File: src/rtl/msr_pkg.sv
package msr_pkg;
  localparam int DW    = 16;
  localparam int AW    = 6;
  localparam int CTL_W = 4;

  localparam logic [AW-1:0] OFS_PROT = 6'h08;  // read: capability, write: signal
  localparam logic [AW-1:0] OFS_RESP = 6'h0A;
  localparam logic [AW-1:0] OFS_DATA = 6'h0E;

  localparam logic [DW-1:0] PROT_WORD = 16'h1FFF;
  localparam logic [DW-1:0] RESP_BASE = 16'h41FF;
  localparam int RESP_ERR  = 11;
  localparam int RESP_RRDY = 10;
  localparam int RESP_WRDY = 9;

  localparam int CTL_SET_RRDY = 0;
  localparam int CTL_SET_WRDY = 1;
  localparam int CTL_SET_ERR  = 2;
  localparam int CTL_CLR_ERR  = 3;

  typedef struct packed {
    logic prot_rd;
    logic resp_rd;
    logic data_rd;
    logic data_wr;
    logic sig_wr;
  } acc_t;
endpackage

File: src/rtl/msr_decode.sv
module msr_decode
  import msr_pkg::*;
(
  input  logic          sel_i,
  input  logic          we_i,
  input  logic [AW-1:0] addr_i,
  output acc_t          acc_o
);
  logic rd, wr;
  assign rd = sel_i & ~we_i;
  assign wr = sel_i & we_i;

  always_comb begin
    acc_o         = '0;
    acc_o.prot_rd = rd & (addr_i == OFS_PROT);
    acc_o.resp_rd = rd & (addr_i == OFS_RESP);
    acc_o.data_rd = rd & (addr_i == OFS_DATA);
    acc_o.data_wr = wr & (addr_i == OFS_DATA);
    acc_o.sig_wr  = wr & (addr_i == OFS_PROT);
  end
endmodule

File: src/rtl/msr_flags.sv
module msr_flags
  import msr_pkg::*;
(
  input  logic             clk_i,
  input  logic             rst_ni,
  input  logic             ctl_we_i,
  input  logic [CTL_W-1:0] ctl_i,
  input  logic             data_rd_i,
  input  logic             data_wr_i,
  output logic             rrdy_o,
  output logic             wrdy_o,
  output logic             err_o
);
  logic set_r, set_w, set_e, clr_e;
  assign set_r = ctl_we_i & ctl_i[CTL_SET_RRDY];
  assign set_w = ctl_we_i & ctl_i[CTL_SET_WRDY];
  assign set_e = ctl_we_i & ctl_i[CTL_SET_ERR];
  assign clr_e = ctl_we_i & ctl_i[CTL_CLR_ERR];

  // local set wins over any clear in the same cycle
  always_ff @(posedge clk_i or negedge rst_ni) begin
    if (!rst_ni) begin
      rrdy_o <= 1'b0;
      wrdy_o <= 1'b0;
      err_o  <= 1'b0;
    end else begin
      if (set_r)          rrdy_o <= 1'b1;
      else if (data_rd_i) rrdy_o <= 1'b0;
      if (set_w)          wrdy_o <= 1'b1;
      else if (data_wr_i) wrdy_o <= 1'b0;
      if (set_e)          err_o  <= 1'b1;
      else if (clr_e)     err_o  <= 1'b0;
    end
  end
endmodule

File: src/rtl/msr_sig_capture.sv
module msr_sig_capture #(
  parameter int DW = 16
) (
  input  logic          clk_i,
  input  logic          rst_ni,
  input  logic          sig_wr_i,
  input  logic [DW-1:0] wdata_i,
  input  logic          pop_i,
  output logic [DW-1:0] sig_o,
  output logic          pend_o
);
  always_ff @(posedge clk_i or negedge rst_ni) begin
    if (!rst_ni) begin
      sig_o  <= '0;
      pend_o <= 1'b0;
    end else if (sig_wr_i) begin
      sig_o  <= wdata_i;
      pend_o <= 1'b1;
    end else if (pop_i) begin
      pend_o <= 1'b0;
    end
  end
endmodule

File: src/rtl/msg_servant_regs.sv
module msg_servant_regs
  import msr_pkg::*;
(
  input  logic             clk_i,
  input  logic             rst_ni,
  input  logic             rbus_sel_i,
  input  logic             rbus_we_i,
  input  logic [AW-1:0]    rbus_addr_i,
  input  logic [DW-1:0]    rbus_wdata_i,
  output logic [DW-1:0]    rbus_rdata_o,
  input  logic             loc_ctl_we_i,
  input  logic [CTL_W-1:0] loc_ctl_i,
  input  logic             loc_out_we_i,
  input  logic [DW-1:0]    loc_out_data_i,
  output logic [DW-1:0]    loc_in_data_o,
  input  logic             loc_sig_pop_i,
  output logic [DW-1:0]    loc_sig_data_o,
  output logic             loc_sig_pend_o,
  output logic             evt_data_wr_o,
  output logic             evt_data_rd_o,
  output logic             evt_sig_o
);
  acc_t          acc;
  logic          rrdy, wrdy, err;
  logic [DW-1:0] in_q, out_q, resp_word;

  msr_decode u_decode (
    .sel_i  (rbus_sel_i),
    .we_i   (rbus_we_i),
    .addr_i (rbus_addr_i),
    .acc_o  (acc)
  );

  msr_flags u_flags (
    .clk_i     (clk_i),
    .rst_ni    (rst_ni),
    .ctl_we_i  (loc_ctl_we_i),
    .ctl_i     (loc_ctl_i),
    .data_rd_i (acc.data_rd),
    .data_wr_i (acc.data_wr),
    .rrdy_o    (rrdy),
    .wrdy_o    (wrdy),
    .err_o     (err)
  );

  msr_sig_capture #(.DW(DW)) u_sig (
    .clk_i    (clk_i),
    .rst_ni   (rst_ni),
    .sig_wr_i (acc.sig_wr),
    .wdata_i  (rbus_wdata_i),
    .pop_i    (loc_sig_pop_i),
    .sig_o    (loc_sig_data_o),
    .pend_o   (loc_sig_pend_o)
  );

  always_ff @(posedge clk_i or negedge rst_ni) begin
    if (!rst_ni) begin
      in_q          <= '0;
      out_q         <= '0;
      evt_data_wr_o <= 1'b0;
      evt_data_rd_o <= 1'b0;
      evt_sig_o     <= 1'b0;
    end else begin
      if (acc.data_wr) in_q  <= rbus_wdata_i;
      if (loc_out_we_i) out_q <= loc_out_data_i;
      evt_data_wr_o <= acc.data_wr;
      evt_data_rd_o <= acc.data_rd;
      evt_sig_o     <= acc.sig_wr;
    end
  end

  always_comb begin
    resp_word            = RESP_BASE;
    resp_word[RESP_ERR]  = err;
    resp_word[RESP_RRDY] = rrdy;
    resp_word[RESP_WRDY] = wrdy;
  end

  always_comb begin
    unique case (1'b1)
      acc.prot_rd: rbus_rdata_o = PROT_WORD;
      acc.resp_rd: rbus_rdata_o = resp_word;
      acc.data_rd: rbus_rdata_o = out_q;
      default:     rbus_rdata_o = '0;
    endcase
  end

  assign loc_in_data_o = in_q;
endmodule

File: config.mk
export PLATFORM = sky130hd
export DESIGN_NAME = msg_servant_regs
export DESIGN_NICKNAME = d
export VERILOG_FILES = /design/src/rtl/msr_pkg.sv /design/src/rtl/msr_decode.sv /design/src/rtl/msr_flags.sv /design/src/rtl/msr_sig_capture.sv /design/src/rtl/msg_servant_regs.sv
export SDC_FILE = /design/constraint.sdc
export NUM_CORES = 1
export LEC_CHECK = 0
export BUFFER_PORTS_ARGS = -buffer_cell sky130_fd_sc_hd__buf_2
export CELL_PAD_IN_SITES_DETAIL_PLACEMENT = 1
export CELL_PAD_IN_SITES_GLOBAL_PLACEMENT = 1
export CORE_UTILIZATION = 36
export DETAILED_ROUTE_END_ITERATION = 10
export PLACE_DENSITY_LB_ADDON = 0.15
export SLEW_MARGIN = 20
export SYNTH_ARGS = -nofsm -noshare
export SYNTH_HDL_FRONTEND = slang
export SYNTH_SLANG_ARGS = --single-unit
export TNS_END_PERCENT = 20
File: constraint.sdc
create_clock -name clk_i -period 1.4 [get_ports clk_i]
set_input_delay 0.21 -clock clk_i [delete_from_list [all_inputs] [get_ports clk_i]]
set_output_delay 0.21 -clock clk_i [all_outputs]
set_load 0.01 [all_outputs]
# After elaboration in Yosys (flattened, before gate mapping)
# Index checks and enable logic that the tools add are counted.
# word_totals
inputBits,49
reg_bits,55
elab_cells,38
out_inout_bits,52
# op_classes
n_reduce_logical,4
n_mux,9
bitwise,12
n_eq_ne,3
# op_table
operator,n
$pmux 16 s3,1
$eq 6x4->1 const B,3
$and 1x1->1,11
$mux 1,8
$reduce_bool 2->1,4
$not 1->1,1

# Depth between registers and ports, before layout
# Gate-level depths: netlist (run 1).
# logic_depth
ltp_word,5
ltp_mapped,5
ltp_nobuf,3

# By module
# A second synthesis (run 1) with hierarchy kept.
# unflattened
cells_unflattened,151
area_unflattened_um2,2421.1
# by_module_without_submodules
module,instances,area_each_um2,cells_per_inst,seq_area_each_um2
msg_servant_regs,1,1536.5,91,875.8
msr_sig_capture,1,683.2,37,425.4
msr_flags,1,112.6,11,75.1
msr_decode,1,88.8,12,0.0

# Worst setup path after synthesis (run 1)
# OpenSTA, ideal clock, no wires.
# synth_timing
path_type,input to register
startpoint,in rbus_addr_i[4]
endpoint,"reg in_q[10], in the netlist loc_in_data_o[10]"
required_time_ps,1275
path_buffers,1
path_stages,4
setup_time_ps,125
arrival_ps,1215
setup_slack_ps,60
cell_sequence,and4bb_2 -> nand4_4 -> buf_6 -> mux2_4
# synth_between
elab_chain_cells,2
# synth_rtl
element,line,rtl
from (decl),msg_servant_regs.sv:8,"input logic [AW-1:0] rbus_addr_i,"
$eq 6x4->1,msr_decode.sv:18,acc_o.data_wr = wr & (addr_i == OFS_DATA);
$and 1x1->1,msr_decode.sv:18,
to (signal assigned),msg_servant_regs.sv:64,if (acc.data_wr) in_q <= rbus_wdata_i;
to (decl),msg_servant_regs.sv:25,"logic [DW-1:0] in_q, out_q, resp_word;"
# Every way passes these cells.
# A chain may end at the register's enable or synchronous reset.

# Worst setup path after layout (run 1)
# layout_timing
startpoint,in rbus_addr_i[4]
endpoint,out rbus_rdata_o[4]
# layout_between
elab_chain_cells,3
elab_cells_between_ends,7
classes_between,eq/ne: 3; mux: 1; bitwise: 3
# layout_rtl
element,line,rtl
"$eq 6x4->1, on equally long branches","msr_decode.sv:17, msr_decode.sv:15, msr_decode.sv:16",
"$and 1x1->1, on equally long branches","msr_decode.sv:17, msr_decode.sv:15, msr_decode.sv:16",
$pmux 16 s3 (*),msg_servant_regs.sv:80,unique case (1'b1)
to (decl),msg_servant_regs.sv:10,"output logic [DW-1:0] rbus_rdata_o,"
# Mark *: on every way between the ends. The rest lies on a longest branch, timed or not.

==> results of run 1 <==
-- per-stage QoR --
| stage | cells | util |
|---|---|---|
| 2_1_floorplan | 166 | - |
| 3_3_place_gp | 343 | 0.491 |
| 3_5_place_dp | 343 | 0.491 |
| 4_1_cts | 353 | 0.522 |
| 5_1_grt | 353 | 0.527 |
| 6_report | 353 | 0.527 |
-- area by class of cell --
cell class              instances  area, sq um  area share
well taps                      75         93.8      0.0294
flip-flops and latches         55         1380       0.431
inverters                       5         18.8     0.00588
repair buffers                113          677       0.212
multi-input cells              97          908       0.285
clock inverters                 2         35.0      0.0110
clock buffers                   6         82.6      0.0259
-- metal layers --
layer  part of all wire  up-vias  wire length, microns
li1                   -      790                     -
met1               0.42      845                  2400
met5                  0        -                     0
met2               0.51       56                  2930
met3              0.059        2                   335
met4             0.0037        0                    21
-- flip-flops by register name, summed over array words and instances (netlist names) --
name            cells
u_flags.wrdy_o      1
evt_data_rd_o       1
u_flags.err_o       1
out_q              16
u_flags.rrdy_o      1
u_sig.sig_o        16
u_sig.pend_o        1
evt_data_wr_o       1
evt_sig_o           1
loc_in_data_o      16
-- worst max-delay path, stage by stage --
cell and delay (ns):
sky130_fd_sc_hd__buf_8 0.10, sky130_fd_sc_hd__nor4b_4 0.26, sky130_fd_sc_hd__buf_4 0.16, sky130_fd_sc_hd__nand2_4 0.06
sky130_fd_sc_hd__buf_4 0.18, sky130_fd_sc_hd__a21oi_1 0.14, sky130_fd_sc_hd__buf_2 0.16
-- kinds of logic after synthesis --
| family | after synthesis | share of synthesized area |
|---|---|---|
| flops | 55 | 0.598 |
| buf+inv | 14 | 0.0310 |
| mux | 48 | 0.248 |
| simple gates | 32 | 0.0799 |
| compound gates | 17 | 0.0435 |
-- synth_stat cells --
cell | n | area, sq um
sky130_fd_sc_hd__o21ai_0 | 3 | 15.0
sky130_fd_sc_hd__and4_1 | 1 | 8.76
sky130_fd_sc_hd__nor4b_1 | 1 | 8.76
sky130_fd_sc_hd__mux2_2 | 40 | 450
sky130_fd_sc_hd__nand4_4 | 1 | 21.3
sky130_fd_sc_hd__buf_2 | 3 | 15.0
sky130_fd_sc_hd__mux2_4 | 8 | 120
sky130_fd_sc_hd__a211oi_1 | 3 | 22.5
sky130_fd_sc_hd__and2_1 | 2 | 12.5
sky130_fd_sc_hd__buf_6 | 2 | 22.5
sky130_fd_sc_hd__and4bb_2 | 1 | 12.5
sky130_fd_sc_hd__and3_1 | 1 | 6.26
sky130_fd_sc_hd__a22o_1 | 2 | 17.5
sky130_fd_sc_hd__nand2_1 | 15 | 56.3
sky130_fd_sc_hd__nand3_4 | 1 | 17.5
sky130_fd_sc_hd__a21oi_1 | 9 | 45.0
sky130_fd_sc_hd__and2b_1 | 1 | 7.51
sky130_fd_sc_hd__nor2_1 | 7 | 26.3
sky130_fd_sc_hd__inv_1 | 5 | 18.8
sky130_fd_sc_hd__clkbuf_1 | 4 | 15.0
sky130_fd_sc_hd__nand2b_1 | 1 | 6.26
sky130_fd_sc_hd__dfrtp_1 | 55 | 1380
-- timing repair --
| item | in CTS | in global routing |
|---|---|---|
| hold buffers | 1 | 0 |
| pin swaps | 1 | 2 |
| endpoints found under the setup margin | 16 | 16 |
| resized for setup | 10 | 9 |
| hold endpoints to repair | 55 | 0 |
| gates cloned | 1 | 0 |
-- worst min path at each step --
stage	from	end	slack, ns	depth (start not counted)
after floorplan	rst_ni	evt_data_rd_o	-0.09	0
after global placement	rst_ni	out_q[13]	0.23	2
after detailed placement	rst_ni	out_q[10]	0.23	2
after CTS	loc_sig_pop_i	u_sig.pend_o	0.08	2
after global routing	loc_sig_pop_i	u_sig.pend_o	0.1	2
final	loc_sig_pop_i	u_sig.pend_o	0.10	2
-- where the power goes --
part | internal, mW | switching (mW)
sequential | 1.71 | 0.0652
clock | 0.579 | 0.507
combinational | 0.249 | 0.218
==> metrics.md, run 1 <==
| Metric | Value |
|---|---|
| Summed instance area of the synthesized netlist | `between 2000 and 2500 sq um` |
| Clock tree from TritonCTS | `built` |
| Yosys warns | `0` |
| Max_cap viols | `0` |
| Vias in the first global route | `~1.7k` |
| Synth-to-Final Area Change | `38.6%` |
| Share of synthesized area occupied by flip-flops and latches | `0.598` |
| Number of antenna cells inserted | `0` |
| Critical path arrival | `1.26 ns` |
| Most common library cell in the layout ignoring fill and taps | `sky130_fd_sc_hd__buf_2` |
| Sum of net half-perimeters after detailed placement | `4030 microns` |
| Mean routed wirelength per cell | `about 16 microns` |
| Gate count after technology mapping | `166` |
| Number of distinct library cells after synthesis | `22` |
| Sum Neg Setup Slack | `-0.374 ns` |
| Gp weighted congestion | `between 0.6 and 0.7` |
| Static power due to leakage | `1.78 nW` |
| Row count | `28` |
| Critical path peak fanout | `7` |
| Global-route met2 utilization | `0.309` |
| Clock tree buffer depth | `2` |
| Horizontal die dimension | `~82 microns` |
| Root Buffer Master | `sky130_fd_sc_hd__clkbuf_8` |
| Worst clock skew | `0 ns` |
| Fill cell instance count of the final layout | `668` |
| Worst hold-check path type | `in -> reg` |
| GR Overflow Total | `0` |
| Level count of the clock H-tree | `2` |
| Crit Reg-Reg Startpoint | `out_q[13]` |
| Count of endpoints failing hold in the final timing report | `0` |
| Final worst-path setup slack | `-0.0726 ns` |
| Total setup violations reported at the end of the flow | `13` |
| Peak ir drop on the vdd network | `between 0.4 and 0.5 mV` |
| Core Region | `between 6000 and 7000 sq um` |
| Total design power | `between 3 and 4 mW` |
| Critical R2R Capture | `out_q[13]` |
| Post-route ant nets | `0` |
| Clk Latency, worst-skew pair | `roughly 0.30 ns` |
| Count of TritonRoute iterations in the first routing pass | `4` |
| Pre-CTS setup slack | `-0.240 ns` |
| Maximum number of pins on one net before global-route repair | `56` |
| Data required time at the worst endpoint | `approximately 1.2 ns` |
| Result of the run | `complete, but fails checks` |
| Wire length reported by the detailed router | `about 5700 microns` |
| # Post-CTS Setup Buffers | `0` |
| Most Used Layer, Global Route | `met2` |
| Antenna violations before repair | `0` |
| Transition time at the pin with the least slew margin | `between 0.3 and 0.4 ns` |
| Average cell area after synthesis | `around 14 sq um` |
| Finished layout cell area | `3190 sq um` |
| Max Clock Freq | `0.679 GHz` |
| Worst-case headroom to the max-slew limit | `0.739` |
| Clock-pin transition on the worst setup and hold timing paths | `0.09 ns` |
| Floorplan die area | `roughly 6700 sq um` |
| IO Count | `approximately 100` |
| Min cycle time layout | `roughly 1.5 ns` |
| Number of register bits inferred by synthesis | `55` |
| Worst hold-check slack | `~0.1 ns` |
| Post-Syn Nets | `~220` |
| Kind of launch point of the worst setup path | `input port` |
| Power per Cell Area | `between 1000 and 1500 nW/um^2` |
| Number of design rule violations left after detail routing | `0` |
| Vertical die dimension | `between 80 and 90 microns` |
| Global router's overall resource usage | `0.182` |
| Global routing met3 resource utilization | `0.0378` |
| Wire length of the first global-routing pass | `8950 microns` |
| GR met1 Demand/Resource | `0.227` |
| Beginning of the critical path | `rbus_addr_i[4]` |
| Initial cell density of the core | `0.380` |
| Number of buffers created by CTS | `5` |
| Clock Sinks | `55` |
| Timing endpoint of the critical path | `rbus_rdata_o[4]` |
| Post-route fraction of the period consumed by the critical path | `1.05` |
| Worst-case reg-to-reg path depth | `1` |
| Flop2flop setup slack | `0.62 ns` |
| DP Area | `about 3000 sq um` |
| Final number of max-transition violations | `0` |
| Critical path capture point type | `output pin` |
| Per-cell via count in the routed design | `approximately 4.8` |
| WS Path Type | `in -> out` |
| Quantity of I/O buffers inserted on ports | `100` |
| Vias | `1693` |
| Unrepaired setup endpoints after global routing | `true` |
| Fraction of final layout cells sized beyond drive strength 1 | `0.651` |
| Most frequent cells in the layout | `sky130_fd_sc_hd__buf_2 (97), sky130_fd_sc_hd__dfrtp_1 (55), sky130_fd_sc_hd__mux2_2 (40)` |
| Count of routing violations after the opening detailed-route iteration | `66` |
| Final Net Count | `326` |
| Failing checks | `negative setup slack` |
Power figures use the tool's default switching activity.
==> run 2: changes to the inputs <==
--- a/config.mk
+++ b/config.mk
@@ -11,7 +11,8 @@
 export CORE_UTILIZATION = 36
 export DETAILED_ROUTE_END_ITERATION = 10
 export PLACE_DENSITY_LB_ADDON = 0.15
-export SLEW_MARGIN = 20
+export RECOVER_POWER = 25
+export SLEW_MARGIN = 25
 export SYNTH_ARGS = -nofsm -noshare
 export SYNTH_HDL_FRONTEND = slang
 export SYNTH_SLANG_ARGS = --single-unit
==> run 2 against run 1 <==
Effect of this change: the run still ends with negative setup slack left; sequential share of layout area grew 0.17 points; critical path type unchanged; via count unchanged; cell area decreased by 0.39%; wire length about the same; cell count stayed put; non-clock buffer count is the same; largest cell class unchanged; register-to-register slack is essentially flat; critical endpoint unchanged.
==> metrics.md, run 2 (synthesis results as in run 1) <==
| Metric | Value |
|---|---|
| Result of the run | `complete, but fails checks` |
| Failing checks | `negative setup slack` |
| Clock Sinks | `55` |
| Quantity of I/O buffers inserted on ports | `100` |
| Max_cap viols | `0` |
| Static power due to leakage | `approximately 1.8 nW` |
| Most frequent cells in the layout | `sky130_fd_sc_hd__buf_2 (97), sky130_fd_sc_hd__dfrtp_1 (55), sky130_fd_sc_hd__mux2_2 (40)` |
| Clock tree buffer depth | `2` |
| Final Util | `0.525` |
| Count of TritonRoute iterations in the first routing pass | `4` |
| Maximum number of pins on one net before global-route repair | `between 50 and 60` |
| Final worst-path setup slack | `-0.0726 ns` |
| Critical path arrival | `between 1 and 1.5 ns` |
| Per-cell via count in the routed design | `roughly 4.8` |
| Vias | `between 1.5k and 2k` |
| Horizontal die dimension | `82.0 microns` |
| Clock tree from TritonCTS | `built` |
| Final Net Count | `approximately 330` |
| Synth-to-Final Area Change | `38.1%` |
| Sum Neg Setup Slack | `-0.374 ns` |
| Root Buffer Master | `sky130_fd_sc_hd__clkbuf_8` |
| Level count of the clock H-tree | `2` |
| Vias in the first global route | `between 1.5k and 2k` |
| Crit-path max cell delay | `0.26 ns` |
| Core Region | `just over 6000 sq um` |
| IO Count | `101` |
| Initial cell density of the core | `0.380` |
| Power per Cell Area | `around 1000 nW/um^2` |
| Count of endpoints failing hold in the final timing report | `0` |
| Kind of launch point of the worst setup path | `input port` |
| Vertical die dimension | `about 80 microns` |
| Total design power | `around 3.3 mW` |
| Gp weighted congestion | `~0.66` |
| Post-route ant nets | `0` |
| Data required time at the worst endpoint | `1.19 ns` |
| Number of buffers created by CTS | `5` |
| Slowest cell on crit path | `sky130_fd_sc_hd__nor4b_4` |
| Floorplan die area | `6720 sq um` |
| Worst clock skew | `0 ns` |
| Worst hold-check path type | `in -> reg` |
| Sum of net half-perimeters after detailed placement | `~4000 microns` |
| Number of design rule violations left after detail routing | `0` |
| Cell breakdown of the critical path | `buf_8 -> nor4b_4 -> buf_4 -> nand2_4 -> buf_4 -> a21oi_1 -> buf_2` |
| WS Path Type | `in -> out` |
| Crit Reg-Reg Startpoint | `out_q[13]` |
| Critical hold path startpoint | `loc_sig_pop_i` |
| Count of routing violations after the opening detailed-route iteration | `66` |
| Beginning of the critical path | `rbus_addr_i[4]` |
| GR Overflow Total | `0` |
| Transition time at the pin with the least slew margin | `about 0.75 ns` |
| # Post-CTS Setup Buffers | `0` |
| Worst-case headroom to the max-slew limit | `0.499` |
| Max Clock Freq | `0.679 GHz` |
| Number of antenna cells inserted | `0` |
| Peak ir drop on the vdd network | `0.464 mV` |
| Clk Latency, worst-skew pair | `0.30 ns` |
| Global router's overall resource usage | `0.182` |
| Antenna violations before repair | `0` |
| Most common library cell in the layout ignoring fill and taps | `sky130_fd_sc_hd__buf_2` |
| Wire length reported by the detailed router | `approximately 5700 microns` |
| Mean routed wirelength per cell | `~16 microns` |
| Total setup violations reported at the end of the flow | `13` |
| Critical path peak fanout | `7` |
| Most repeated library cell on the critical path | `sky130_fd_sc_hd__buf_4` |
| Critical path capture point type | `output pin` |
| Min cycle time layout | `between 1 and 1.5 ns` |
| Post-route fraction of the period consumed by the critical path | `1.05` |
| Wire length of the first global-routing pass | `slightly below 9000 microns` |
| Final number of max-transition violations | `0` |
| Row count | `28` |
| Fraction of final layout cells sized beyond drive strength 1 | `0.651` |
| Unrepaired setup endpoints after global routing | `true` |
| Clock-pin transition on the worst setup and hold timing paths | `0.09 ns` |
## run 2: cell types whose count changed in the layout (fill, tap and decap cells not counted)
cell	before	now
sky130_fd_sc_hd__clkbuf_4	0	1
sky130_fd_sc_hd__buf_12	4	3
## run 2: worst max-delay path, delay by kind of cell
kind | cells | cell delay, ns
AOI/OAI and AO/OA | 1 | 0.14
buffers and inverters | 4 | 0.60
and+or+nand+nor | 2 | 0.32
## run 2: worst paths after layout
path,endpoint,slack [ns],cells after the start
min,u_sig.pend_o,0.10,2
min in group asynchronous,out_q[10],0.61,3
min reg2reg,loc_in_data_o[3],0.51,1
max,rbus_rdata_o[4],-0.07,7
max reg2reg,out_q[13],0.62,1
max in group asynchronous,loc_in_data_o[1],0.30,3
## run 2: what timing repair did
| item | 4_1_cts | 5_1_grt |
|---|---|---|
| hold endpoints to repair | 55 | 0 |
| pin swaps | 1 | 2 |
| cloned | 1 | 0 |
| hold buffers | 1 | 0 |
| setup endpoints to repair | 16 | 16 |
| gates resized for setup | 10 | 9 |
## run 2: through the flow
| step | instance area (sq um) | worst slack [ns] | hold slack, ns | cells |
|---|---|---|---|---|
| 2_1_floorplan | 2300 | 0.0599 | -0.0856 | 166 |
| 3_3_place_gp | 2980 | -0.201 | 0.234 | 343 |
| 3_5_place_dp | 2980 | -0.240 | 0.231 | 343 |
| 4_1_cts | 3160 | -0.0466 | 0.0818 | 353 |
| 5_1_grt | 3180 | -0.144 | 0.0992 | 353 |
| 6_report | 3180 | -0.0726 | 0.100 | 353 |
## run 2: per-layer routing
metal | routed length [microns] | GRT usage | vias up
met3 | 335 | 0.0378 | 2
met2 | 2930 | 0.309 | 56
met4 | 21 | 0.0702 | 0
li1 | - | - | 790
met5 | 0 | 0 | -
met1 | 2400 | 0.227 | 845
## run 2: power by group
group / total, mW / internal, mW / switching (mW)
combinational: 0.462 / 0.245 / 0.217
clock: 1.09 / 0.579 / 0.507
sequential: 1.78 / 1.71 / 0.0652
total: 3.33 / 2.54 / 0.789
## run 2: cell type report
type                    instances  area, sq um
repair buffers                113          664
inverters                       5         18.8
well taps                      75         93.8
multi-input cells              97          908
clock inverters                 2         35.0
flip-flops and latches         55         1380
fillers                       670         2880
clock buffers                   6         82.6
==> run 3: changes to the inputs <==
--- a/config.mk
+++ b/config.mk
@@ -8,12 +8,13 @@
 export BUFFER_PORTS_ARGS = -buffer_cell sky130_fd_sc_hd__buf_2
 export CELL_PAD_IN_SITES_DETAIL_PLACEMENT = 1
 export CELL_PAD_IN_SITES_GLOBAL_PLACEMENT = 1
-export CORE_UTILIZATION = 36
+export CORE_UTILIZATION = 38
 export DETAILED_ROUTE_END_ITERATION = 10
 export PLACE_DENSITY_LB_ADDON = 0.15
 export RECOVER_POWER = 25
 export SLEW_MARGIN = 25
 export SYNTH_ARGS = -nofsm -noshare
 export SYNTH_HDL_FRONTEND = slang
+export SYNTH_HIERARCHICAL = 1
 export SYNTH_SLANG_ARGS = --single-unit
 export TNS_END_PERCENT = 20
==> run 3 against run 2 <==
Effect of this change: the flow still finishes with violations (negative setup slack); sequential power about the same; wire length decreased by 2.2%; global-route usage decreased by 1.0 points; clock skew unchanged; core utilization increased by 0.37 points; flip-flop and latch count unchanged; total power decreased by 6.5%; cell area increased by 0.12%; via count decreased by 4.4%; critical endpoint is now rbus_rdata_o[5]; largest cell class unchanged; largest power group unchanged.
==> metrics.md, run 3 <==
| Metric | Value |
|---|---|
| Result of the run | `complete, but fails checks` |
| Failing checks | `negative setup slack` |
| Vertical die dimension | `81.8 microns` |
| Static power due to leakage | `about 1.8 nW` |
| Max Clock Freq | `around 0.57 GHz` |
| Summed instance area of the synthesized netlist | `around 2400 sq um` |
| Power per Cell Area | `~980 nW/um^2` |
| Critical path arrival | `between 1.5 and 2 ns` |
| Fraction of post-synthesis cell area in the top cell type by area | `0.568` |
| Fraction of final layout cells sized beyond drive strength 1 | `0.631` |
| Gp weighted congestion | `between 0.6 and 0.7` |
| Worst clock skew | `0 ns` |
| Wire length of the first global-routing pass | `just under 9000 microns` |
| Worst-case hold path end point | `u_flags/rrdy_o` |
| Maximum number of pins on one net before global-route repair | `46` |
| Cell family with the largest share of critical-path delay | `simple AND/OR/NAND/NOR gates` |
| Worst Path Buf+Inv | `3` |
| Clock tree buffer depth | `2` |
| DP Area | `3040 sq um` |
| Final Util | `0.528` |
| Share of async-settable or async-resettable flops after synthesis | `1.00` |
| Unrepaired setup endpoints after global routing | `true` |
| Final Net Count | `311` |
| Count of routing violations after the opening detailed-route iteration | `24` |
| Crit Reg-Reg Startpoint | `out_q[7]` |
| Share of synthesized area occupied by flip-flops and latches | `0.568` |
| Pre-CTS setup slack | `-0.400 ns` |
| Global-route met2 utilization | `0.290` |
| Synth-to-Final Area Change | `31.5%` |
| Row count | `28` |
| Cell with the most instances after synthesis | `sky130_fd_sc_hd__dfrtp_1` |
| Horizontal die dimension | `81.8 microns` |
| Global routing met3 resource utilization | `0.0533` |
| Quantity of I/O buffers inserted on ports | `100` |
| Kind of launch point of the worst setup path | `input port` |
| Sum Neg Setup Slack | `-4.96 ns` |
| GR met1 Demand/Resource | `0.212` |
| Clock tree from TritonCTS | `built` |
| Vias in the first global route | `about 1.7k` |
| GR Overflow Total | `0` |
| Cell depth of the worst min-delay path | `3` |
| Critical hold path startpoint | `loc_ctl_i[0]` |
| Flop2flop setup slack | `roughly 0.60 ns` |
| Vias | `about 1.6k` |
| Number of buffers created by CTS | `5` |
| Synth area leaders | `sky130_fd_sc_hd__dfrtp_1 (57%), sky130_fd_sc_hd__mux2_4 (18%), sky130_fd_sc_hd__mux2_2 (8.8%)` |
| Yosys warns | `6` |
| Count of endpoints failing hold in the final timing report | `0` |
| Number of enable-type register cells in the synthesized netlist | `0` |
| Sum of net half-perimeters after detailed placement | `between 3000 and 4000 microns` |
| Clk Latency, worst-skew pair | `0.30 ns` |
| Number of gates on the worst path with buffers counted | `6` |
| Core Region | `~6000 sq um` |
| Critical path peak fanout | `6` |
| IO Count | `between 100 and 150` |
| Number of register bits inferred by synthesis | `55` |
| Average cell area after synthesis | `16.0 sq um` |
| Post-Syn Nets | `200` |
| Clock-pin transition on the worst setup and hold timing paths | `0.09 ns` |
| Per-cell via count in the routed design | `~4.8` |
| Worst hold-check path type | `in -> reg` |
| Worst-case reg-to-reg path depth | `1` |
| Transition time at the pin with the least slew margin | `a little over 0.6 ns` |
| Total setup violations reported at the end of the flow | `17` |
| Antenna violations before repair | `0` |
| Count of TritonRoute iterations in the first routing pass | `3` |
| Most frequent cells in the layout | `sky130_fd_sc_hd__buf_2 (93), sky130_fd_sc_hd__dfrtp_1 (55), sky130_fd_sc_hd__mux2_4 (25)` |
| Min cycle time layout | `around 1.7 ns` |
| Synth area leader | `sky130_fd_sc_hd__dfrtp_1` |
| Crit-path max cell delay | `around 0.54 ns` |
| Finished layout cell area | `roughly 3200 sq um` |
| Number of design rule violations left after detail routing | `0` |
| Mean routed wirelength per cell | `between 15 and 20 microns` |
| Most Used Layer, Global Route | `met2` |
| Most used flip-flop cell after synthesis | `sky130_fd_sc_hd__dfrtp_1` |
| Max_cap viols | `0` |
| Data required time at the worst endpoint | `~1.2 ns` |
| Floorplan die area | `between 6000 and 7000 sq um` |
| Post-route fraction of the period consumed by the critical path | `1.25` |
| Final worst-path setup slack | `-0.345 ns` |
| Level count of the clock H-tree | `2` |
| Root Buffer Master | `sky130_fd_sc_hd__clkbuf_8` |
| Initial cell density of the core | `0.402` |
| Worst-case headroom to the max-slew limit | `0.590` |
| Peak ir drop on the vdd network | `between 0.4 and 0.5 mV` |
| Critical R2R Capture | `out_q[7]` |
| Critical path capture point type | `output pin` |
| Clock Sinks | `55` |
| Gate count after technology mapping | `between 150 and 200` |
| Wire length reported by the detailed router | `around 5600 microns` |
| Number of distinct library cells after synthesis | `23` |
| Slowest cell on crit path | `sky130_fd_sc_hd__or4_4` |
| Most common library cell in the layout ignoring fill and taps | `sky130_fd_sc_hd__buf_2` |
| Global router's overall resource usage | `0.172` |
| Cell breakdown of the critical path | `buf_6 -> or4_4 -> nor4_4 -> buf_4 -> a211o_1 -> buf_2` |
| Post-route ant nets | `0` |
| WS Path Type | `in -> out` |
| Most frequent cells after synthesis | `sky130_fd_sc_hd__dfrtp_1 (55), sky130_fd_sc_hd__mux2_4 (29), sky130_fd_sc_hd__mux2_2 (19), sky130_fd_sc_hd__a211o_1 (9), sky130_fd_sc_hd__nand2_1 (5)` |
| Final number of max-transition violations | `0` |
| Number of antenna cells inserted | `0` |
-- run 3: changes by cell type after synthesis, sizes merged, moves of 3 or more --
cell | before | now
a21o | 0 | 3
a221o | 0 | 3
nor2 | 7 | 0
a211o | 0 | 9
nand2 | 15 | 5
clkbuf | 4 | 1
nor4 | 0 | 4
a21oi | 9 | 0
a211oi | 3 | 0
buf | 5 | 9
-- run 3: final cells by class --
cell class	count	area (sq um)
Tap cell	75	93.8
Inverter	4	15.0
Sequential cell	55	1380
Multi-Input combinational cell	82	937
Clock inverter	3	18.8
Timing Repair Buffer	114	673
Clock buffer	5	68.8
Fill cell	653	2840
-- run 3: kinds of logic (layout without fill, tap and decap cells) --
| group | Yosys count | count (layout) | share of synthesized area |
|---|---|---|---|
| compound gates | 18 | 18 | 0.0625 |
| buf+inv | 14 | 126 | 0.0558 |
| mux | 48 | 48 | 0.268 |
| simple gates | 16 | 16 | 0.0450 |
| flops | 55 | 55 | 0.568 |
-- run 3: repair_timing --
action	4_1_cts	5_1_grt
pin swaps	0	0
buffers inserted	0	1
endpoints found under the setup margin	32	32
hold endpoints to repair	10	0
hold buffers	1	0
gates resized for setup	2	16
cloned	0	1
-- run 3: report_power, final --
| group | internal, mW | total (mW) | switching, mW |
|---|---|---|---|
| clock | 0.354 | 0.880 | 0.526 |
| sequential | 1.71 | 1.78 | 0.0667 |
| combinational | 0.252 | 0.449 | 0.197 |
-- run 3: through the flow --
step	hold slack (ns)	cells	total power [mW]
after global placement	0.103	327	2.26
after detailed placement	0.104	327	2.28
after global routing	0.105	338	3.26
after CTS	0.106	336	3.17
final	0.111	338	3.11
after floorplan	-0.0856	151	2.04
-- run 3: worst max path at each step --
stage	from	end
6_report	rbus_we_i	rbus_rdata_o[5]
5_1_grt	rbus_we_i	rbus_rdata_o[0]
4_1_cts	rbus_we_i	rbus_rdata_o[9]
3_5_place_dp	rbus_addr_i[5]	u_sig/sig_o[1]
3_3_place_gp	rbus_addr_i[5]	u_sig/sig_o[14]
2_1_floorplan	rbus_addr_i[5]	u_sig/sig_o[10]
-- run 3: layer usage --
layer  vias to the layer above  part of all wire
li1                        764                 -
met1                       787              0.43
met2                        61              0.48
met3                         6             0.078
met4                         0            0.0097
met5                         -                 0
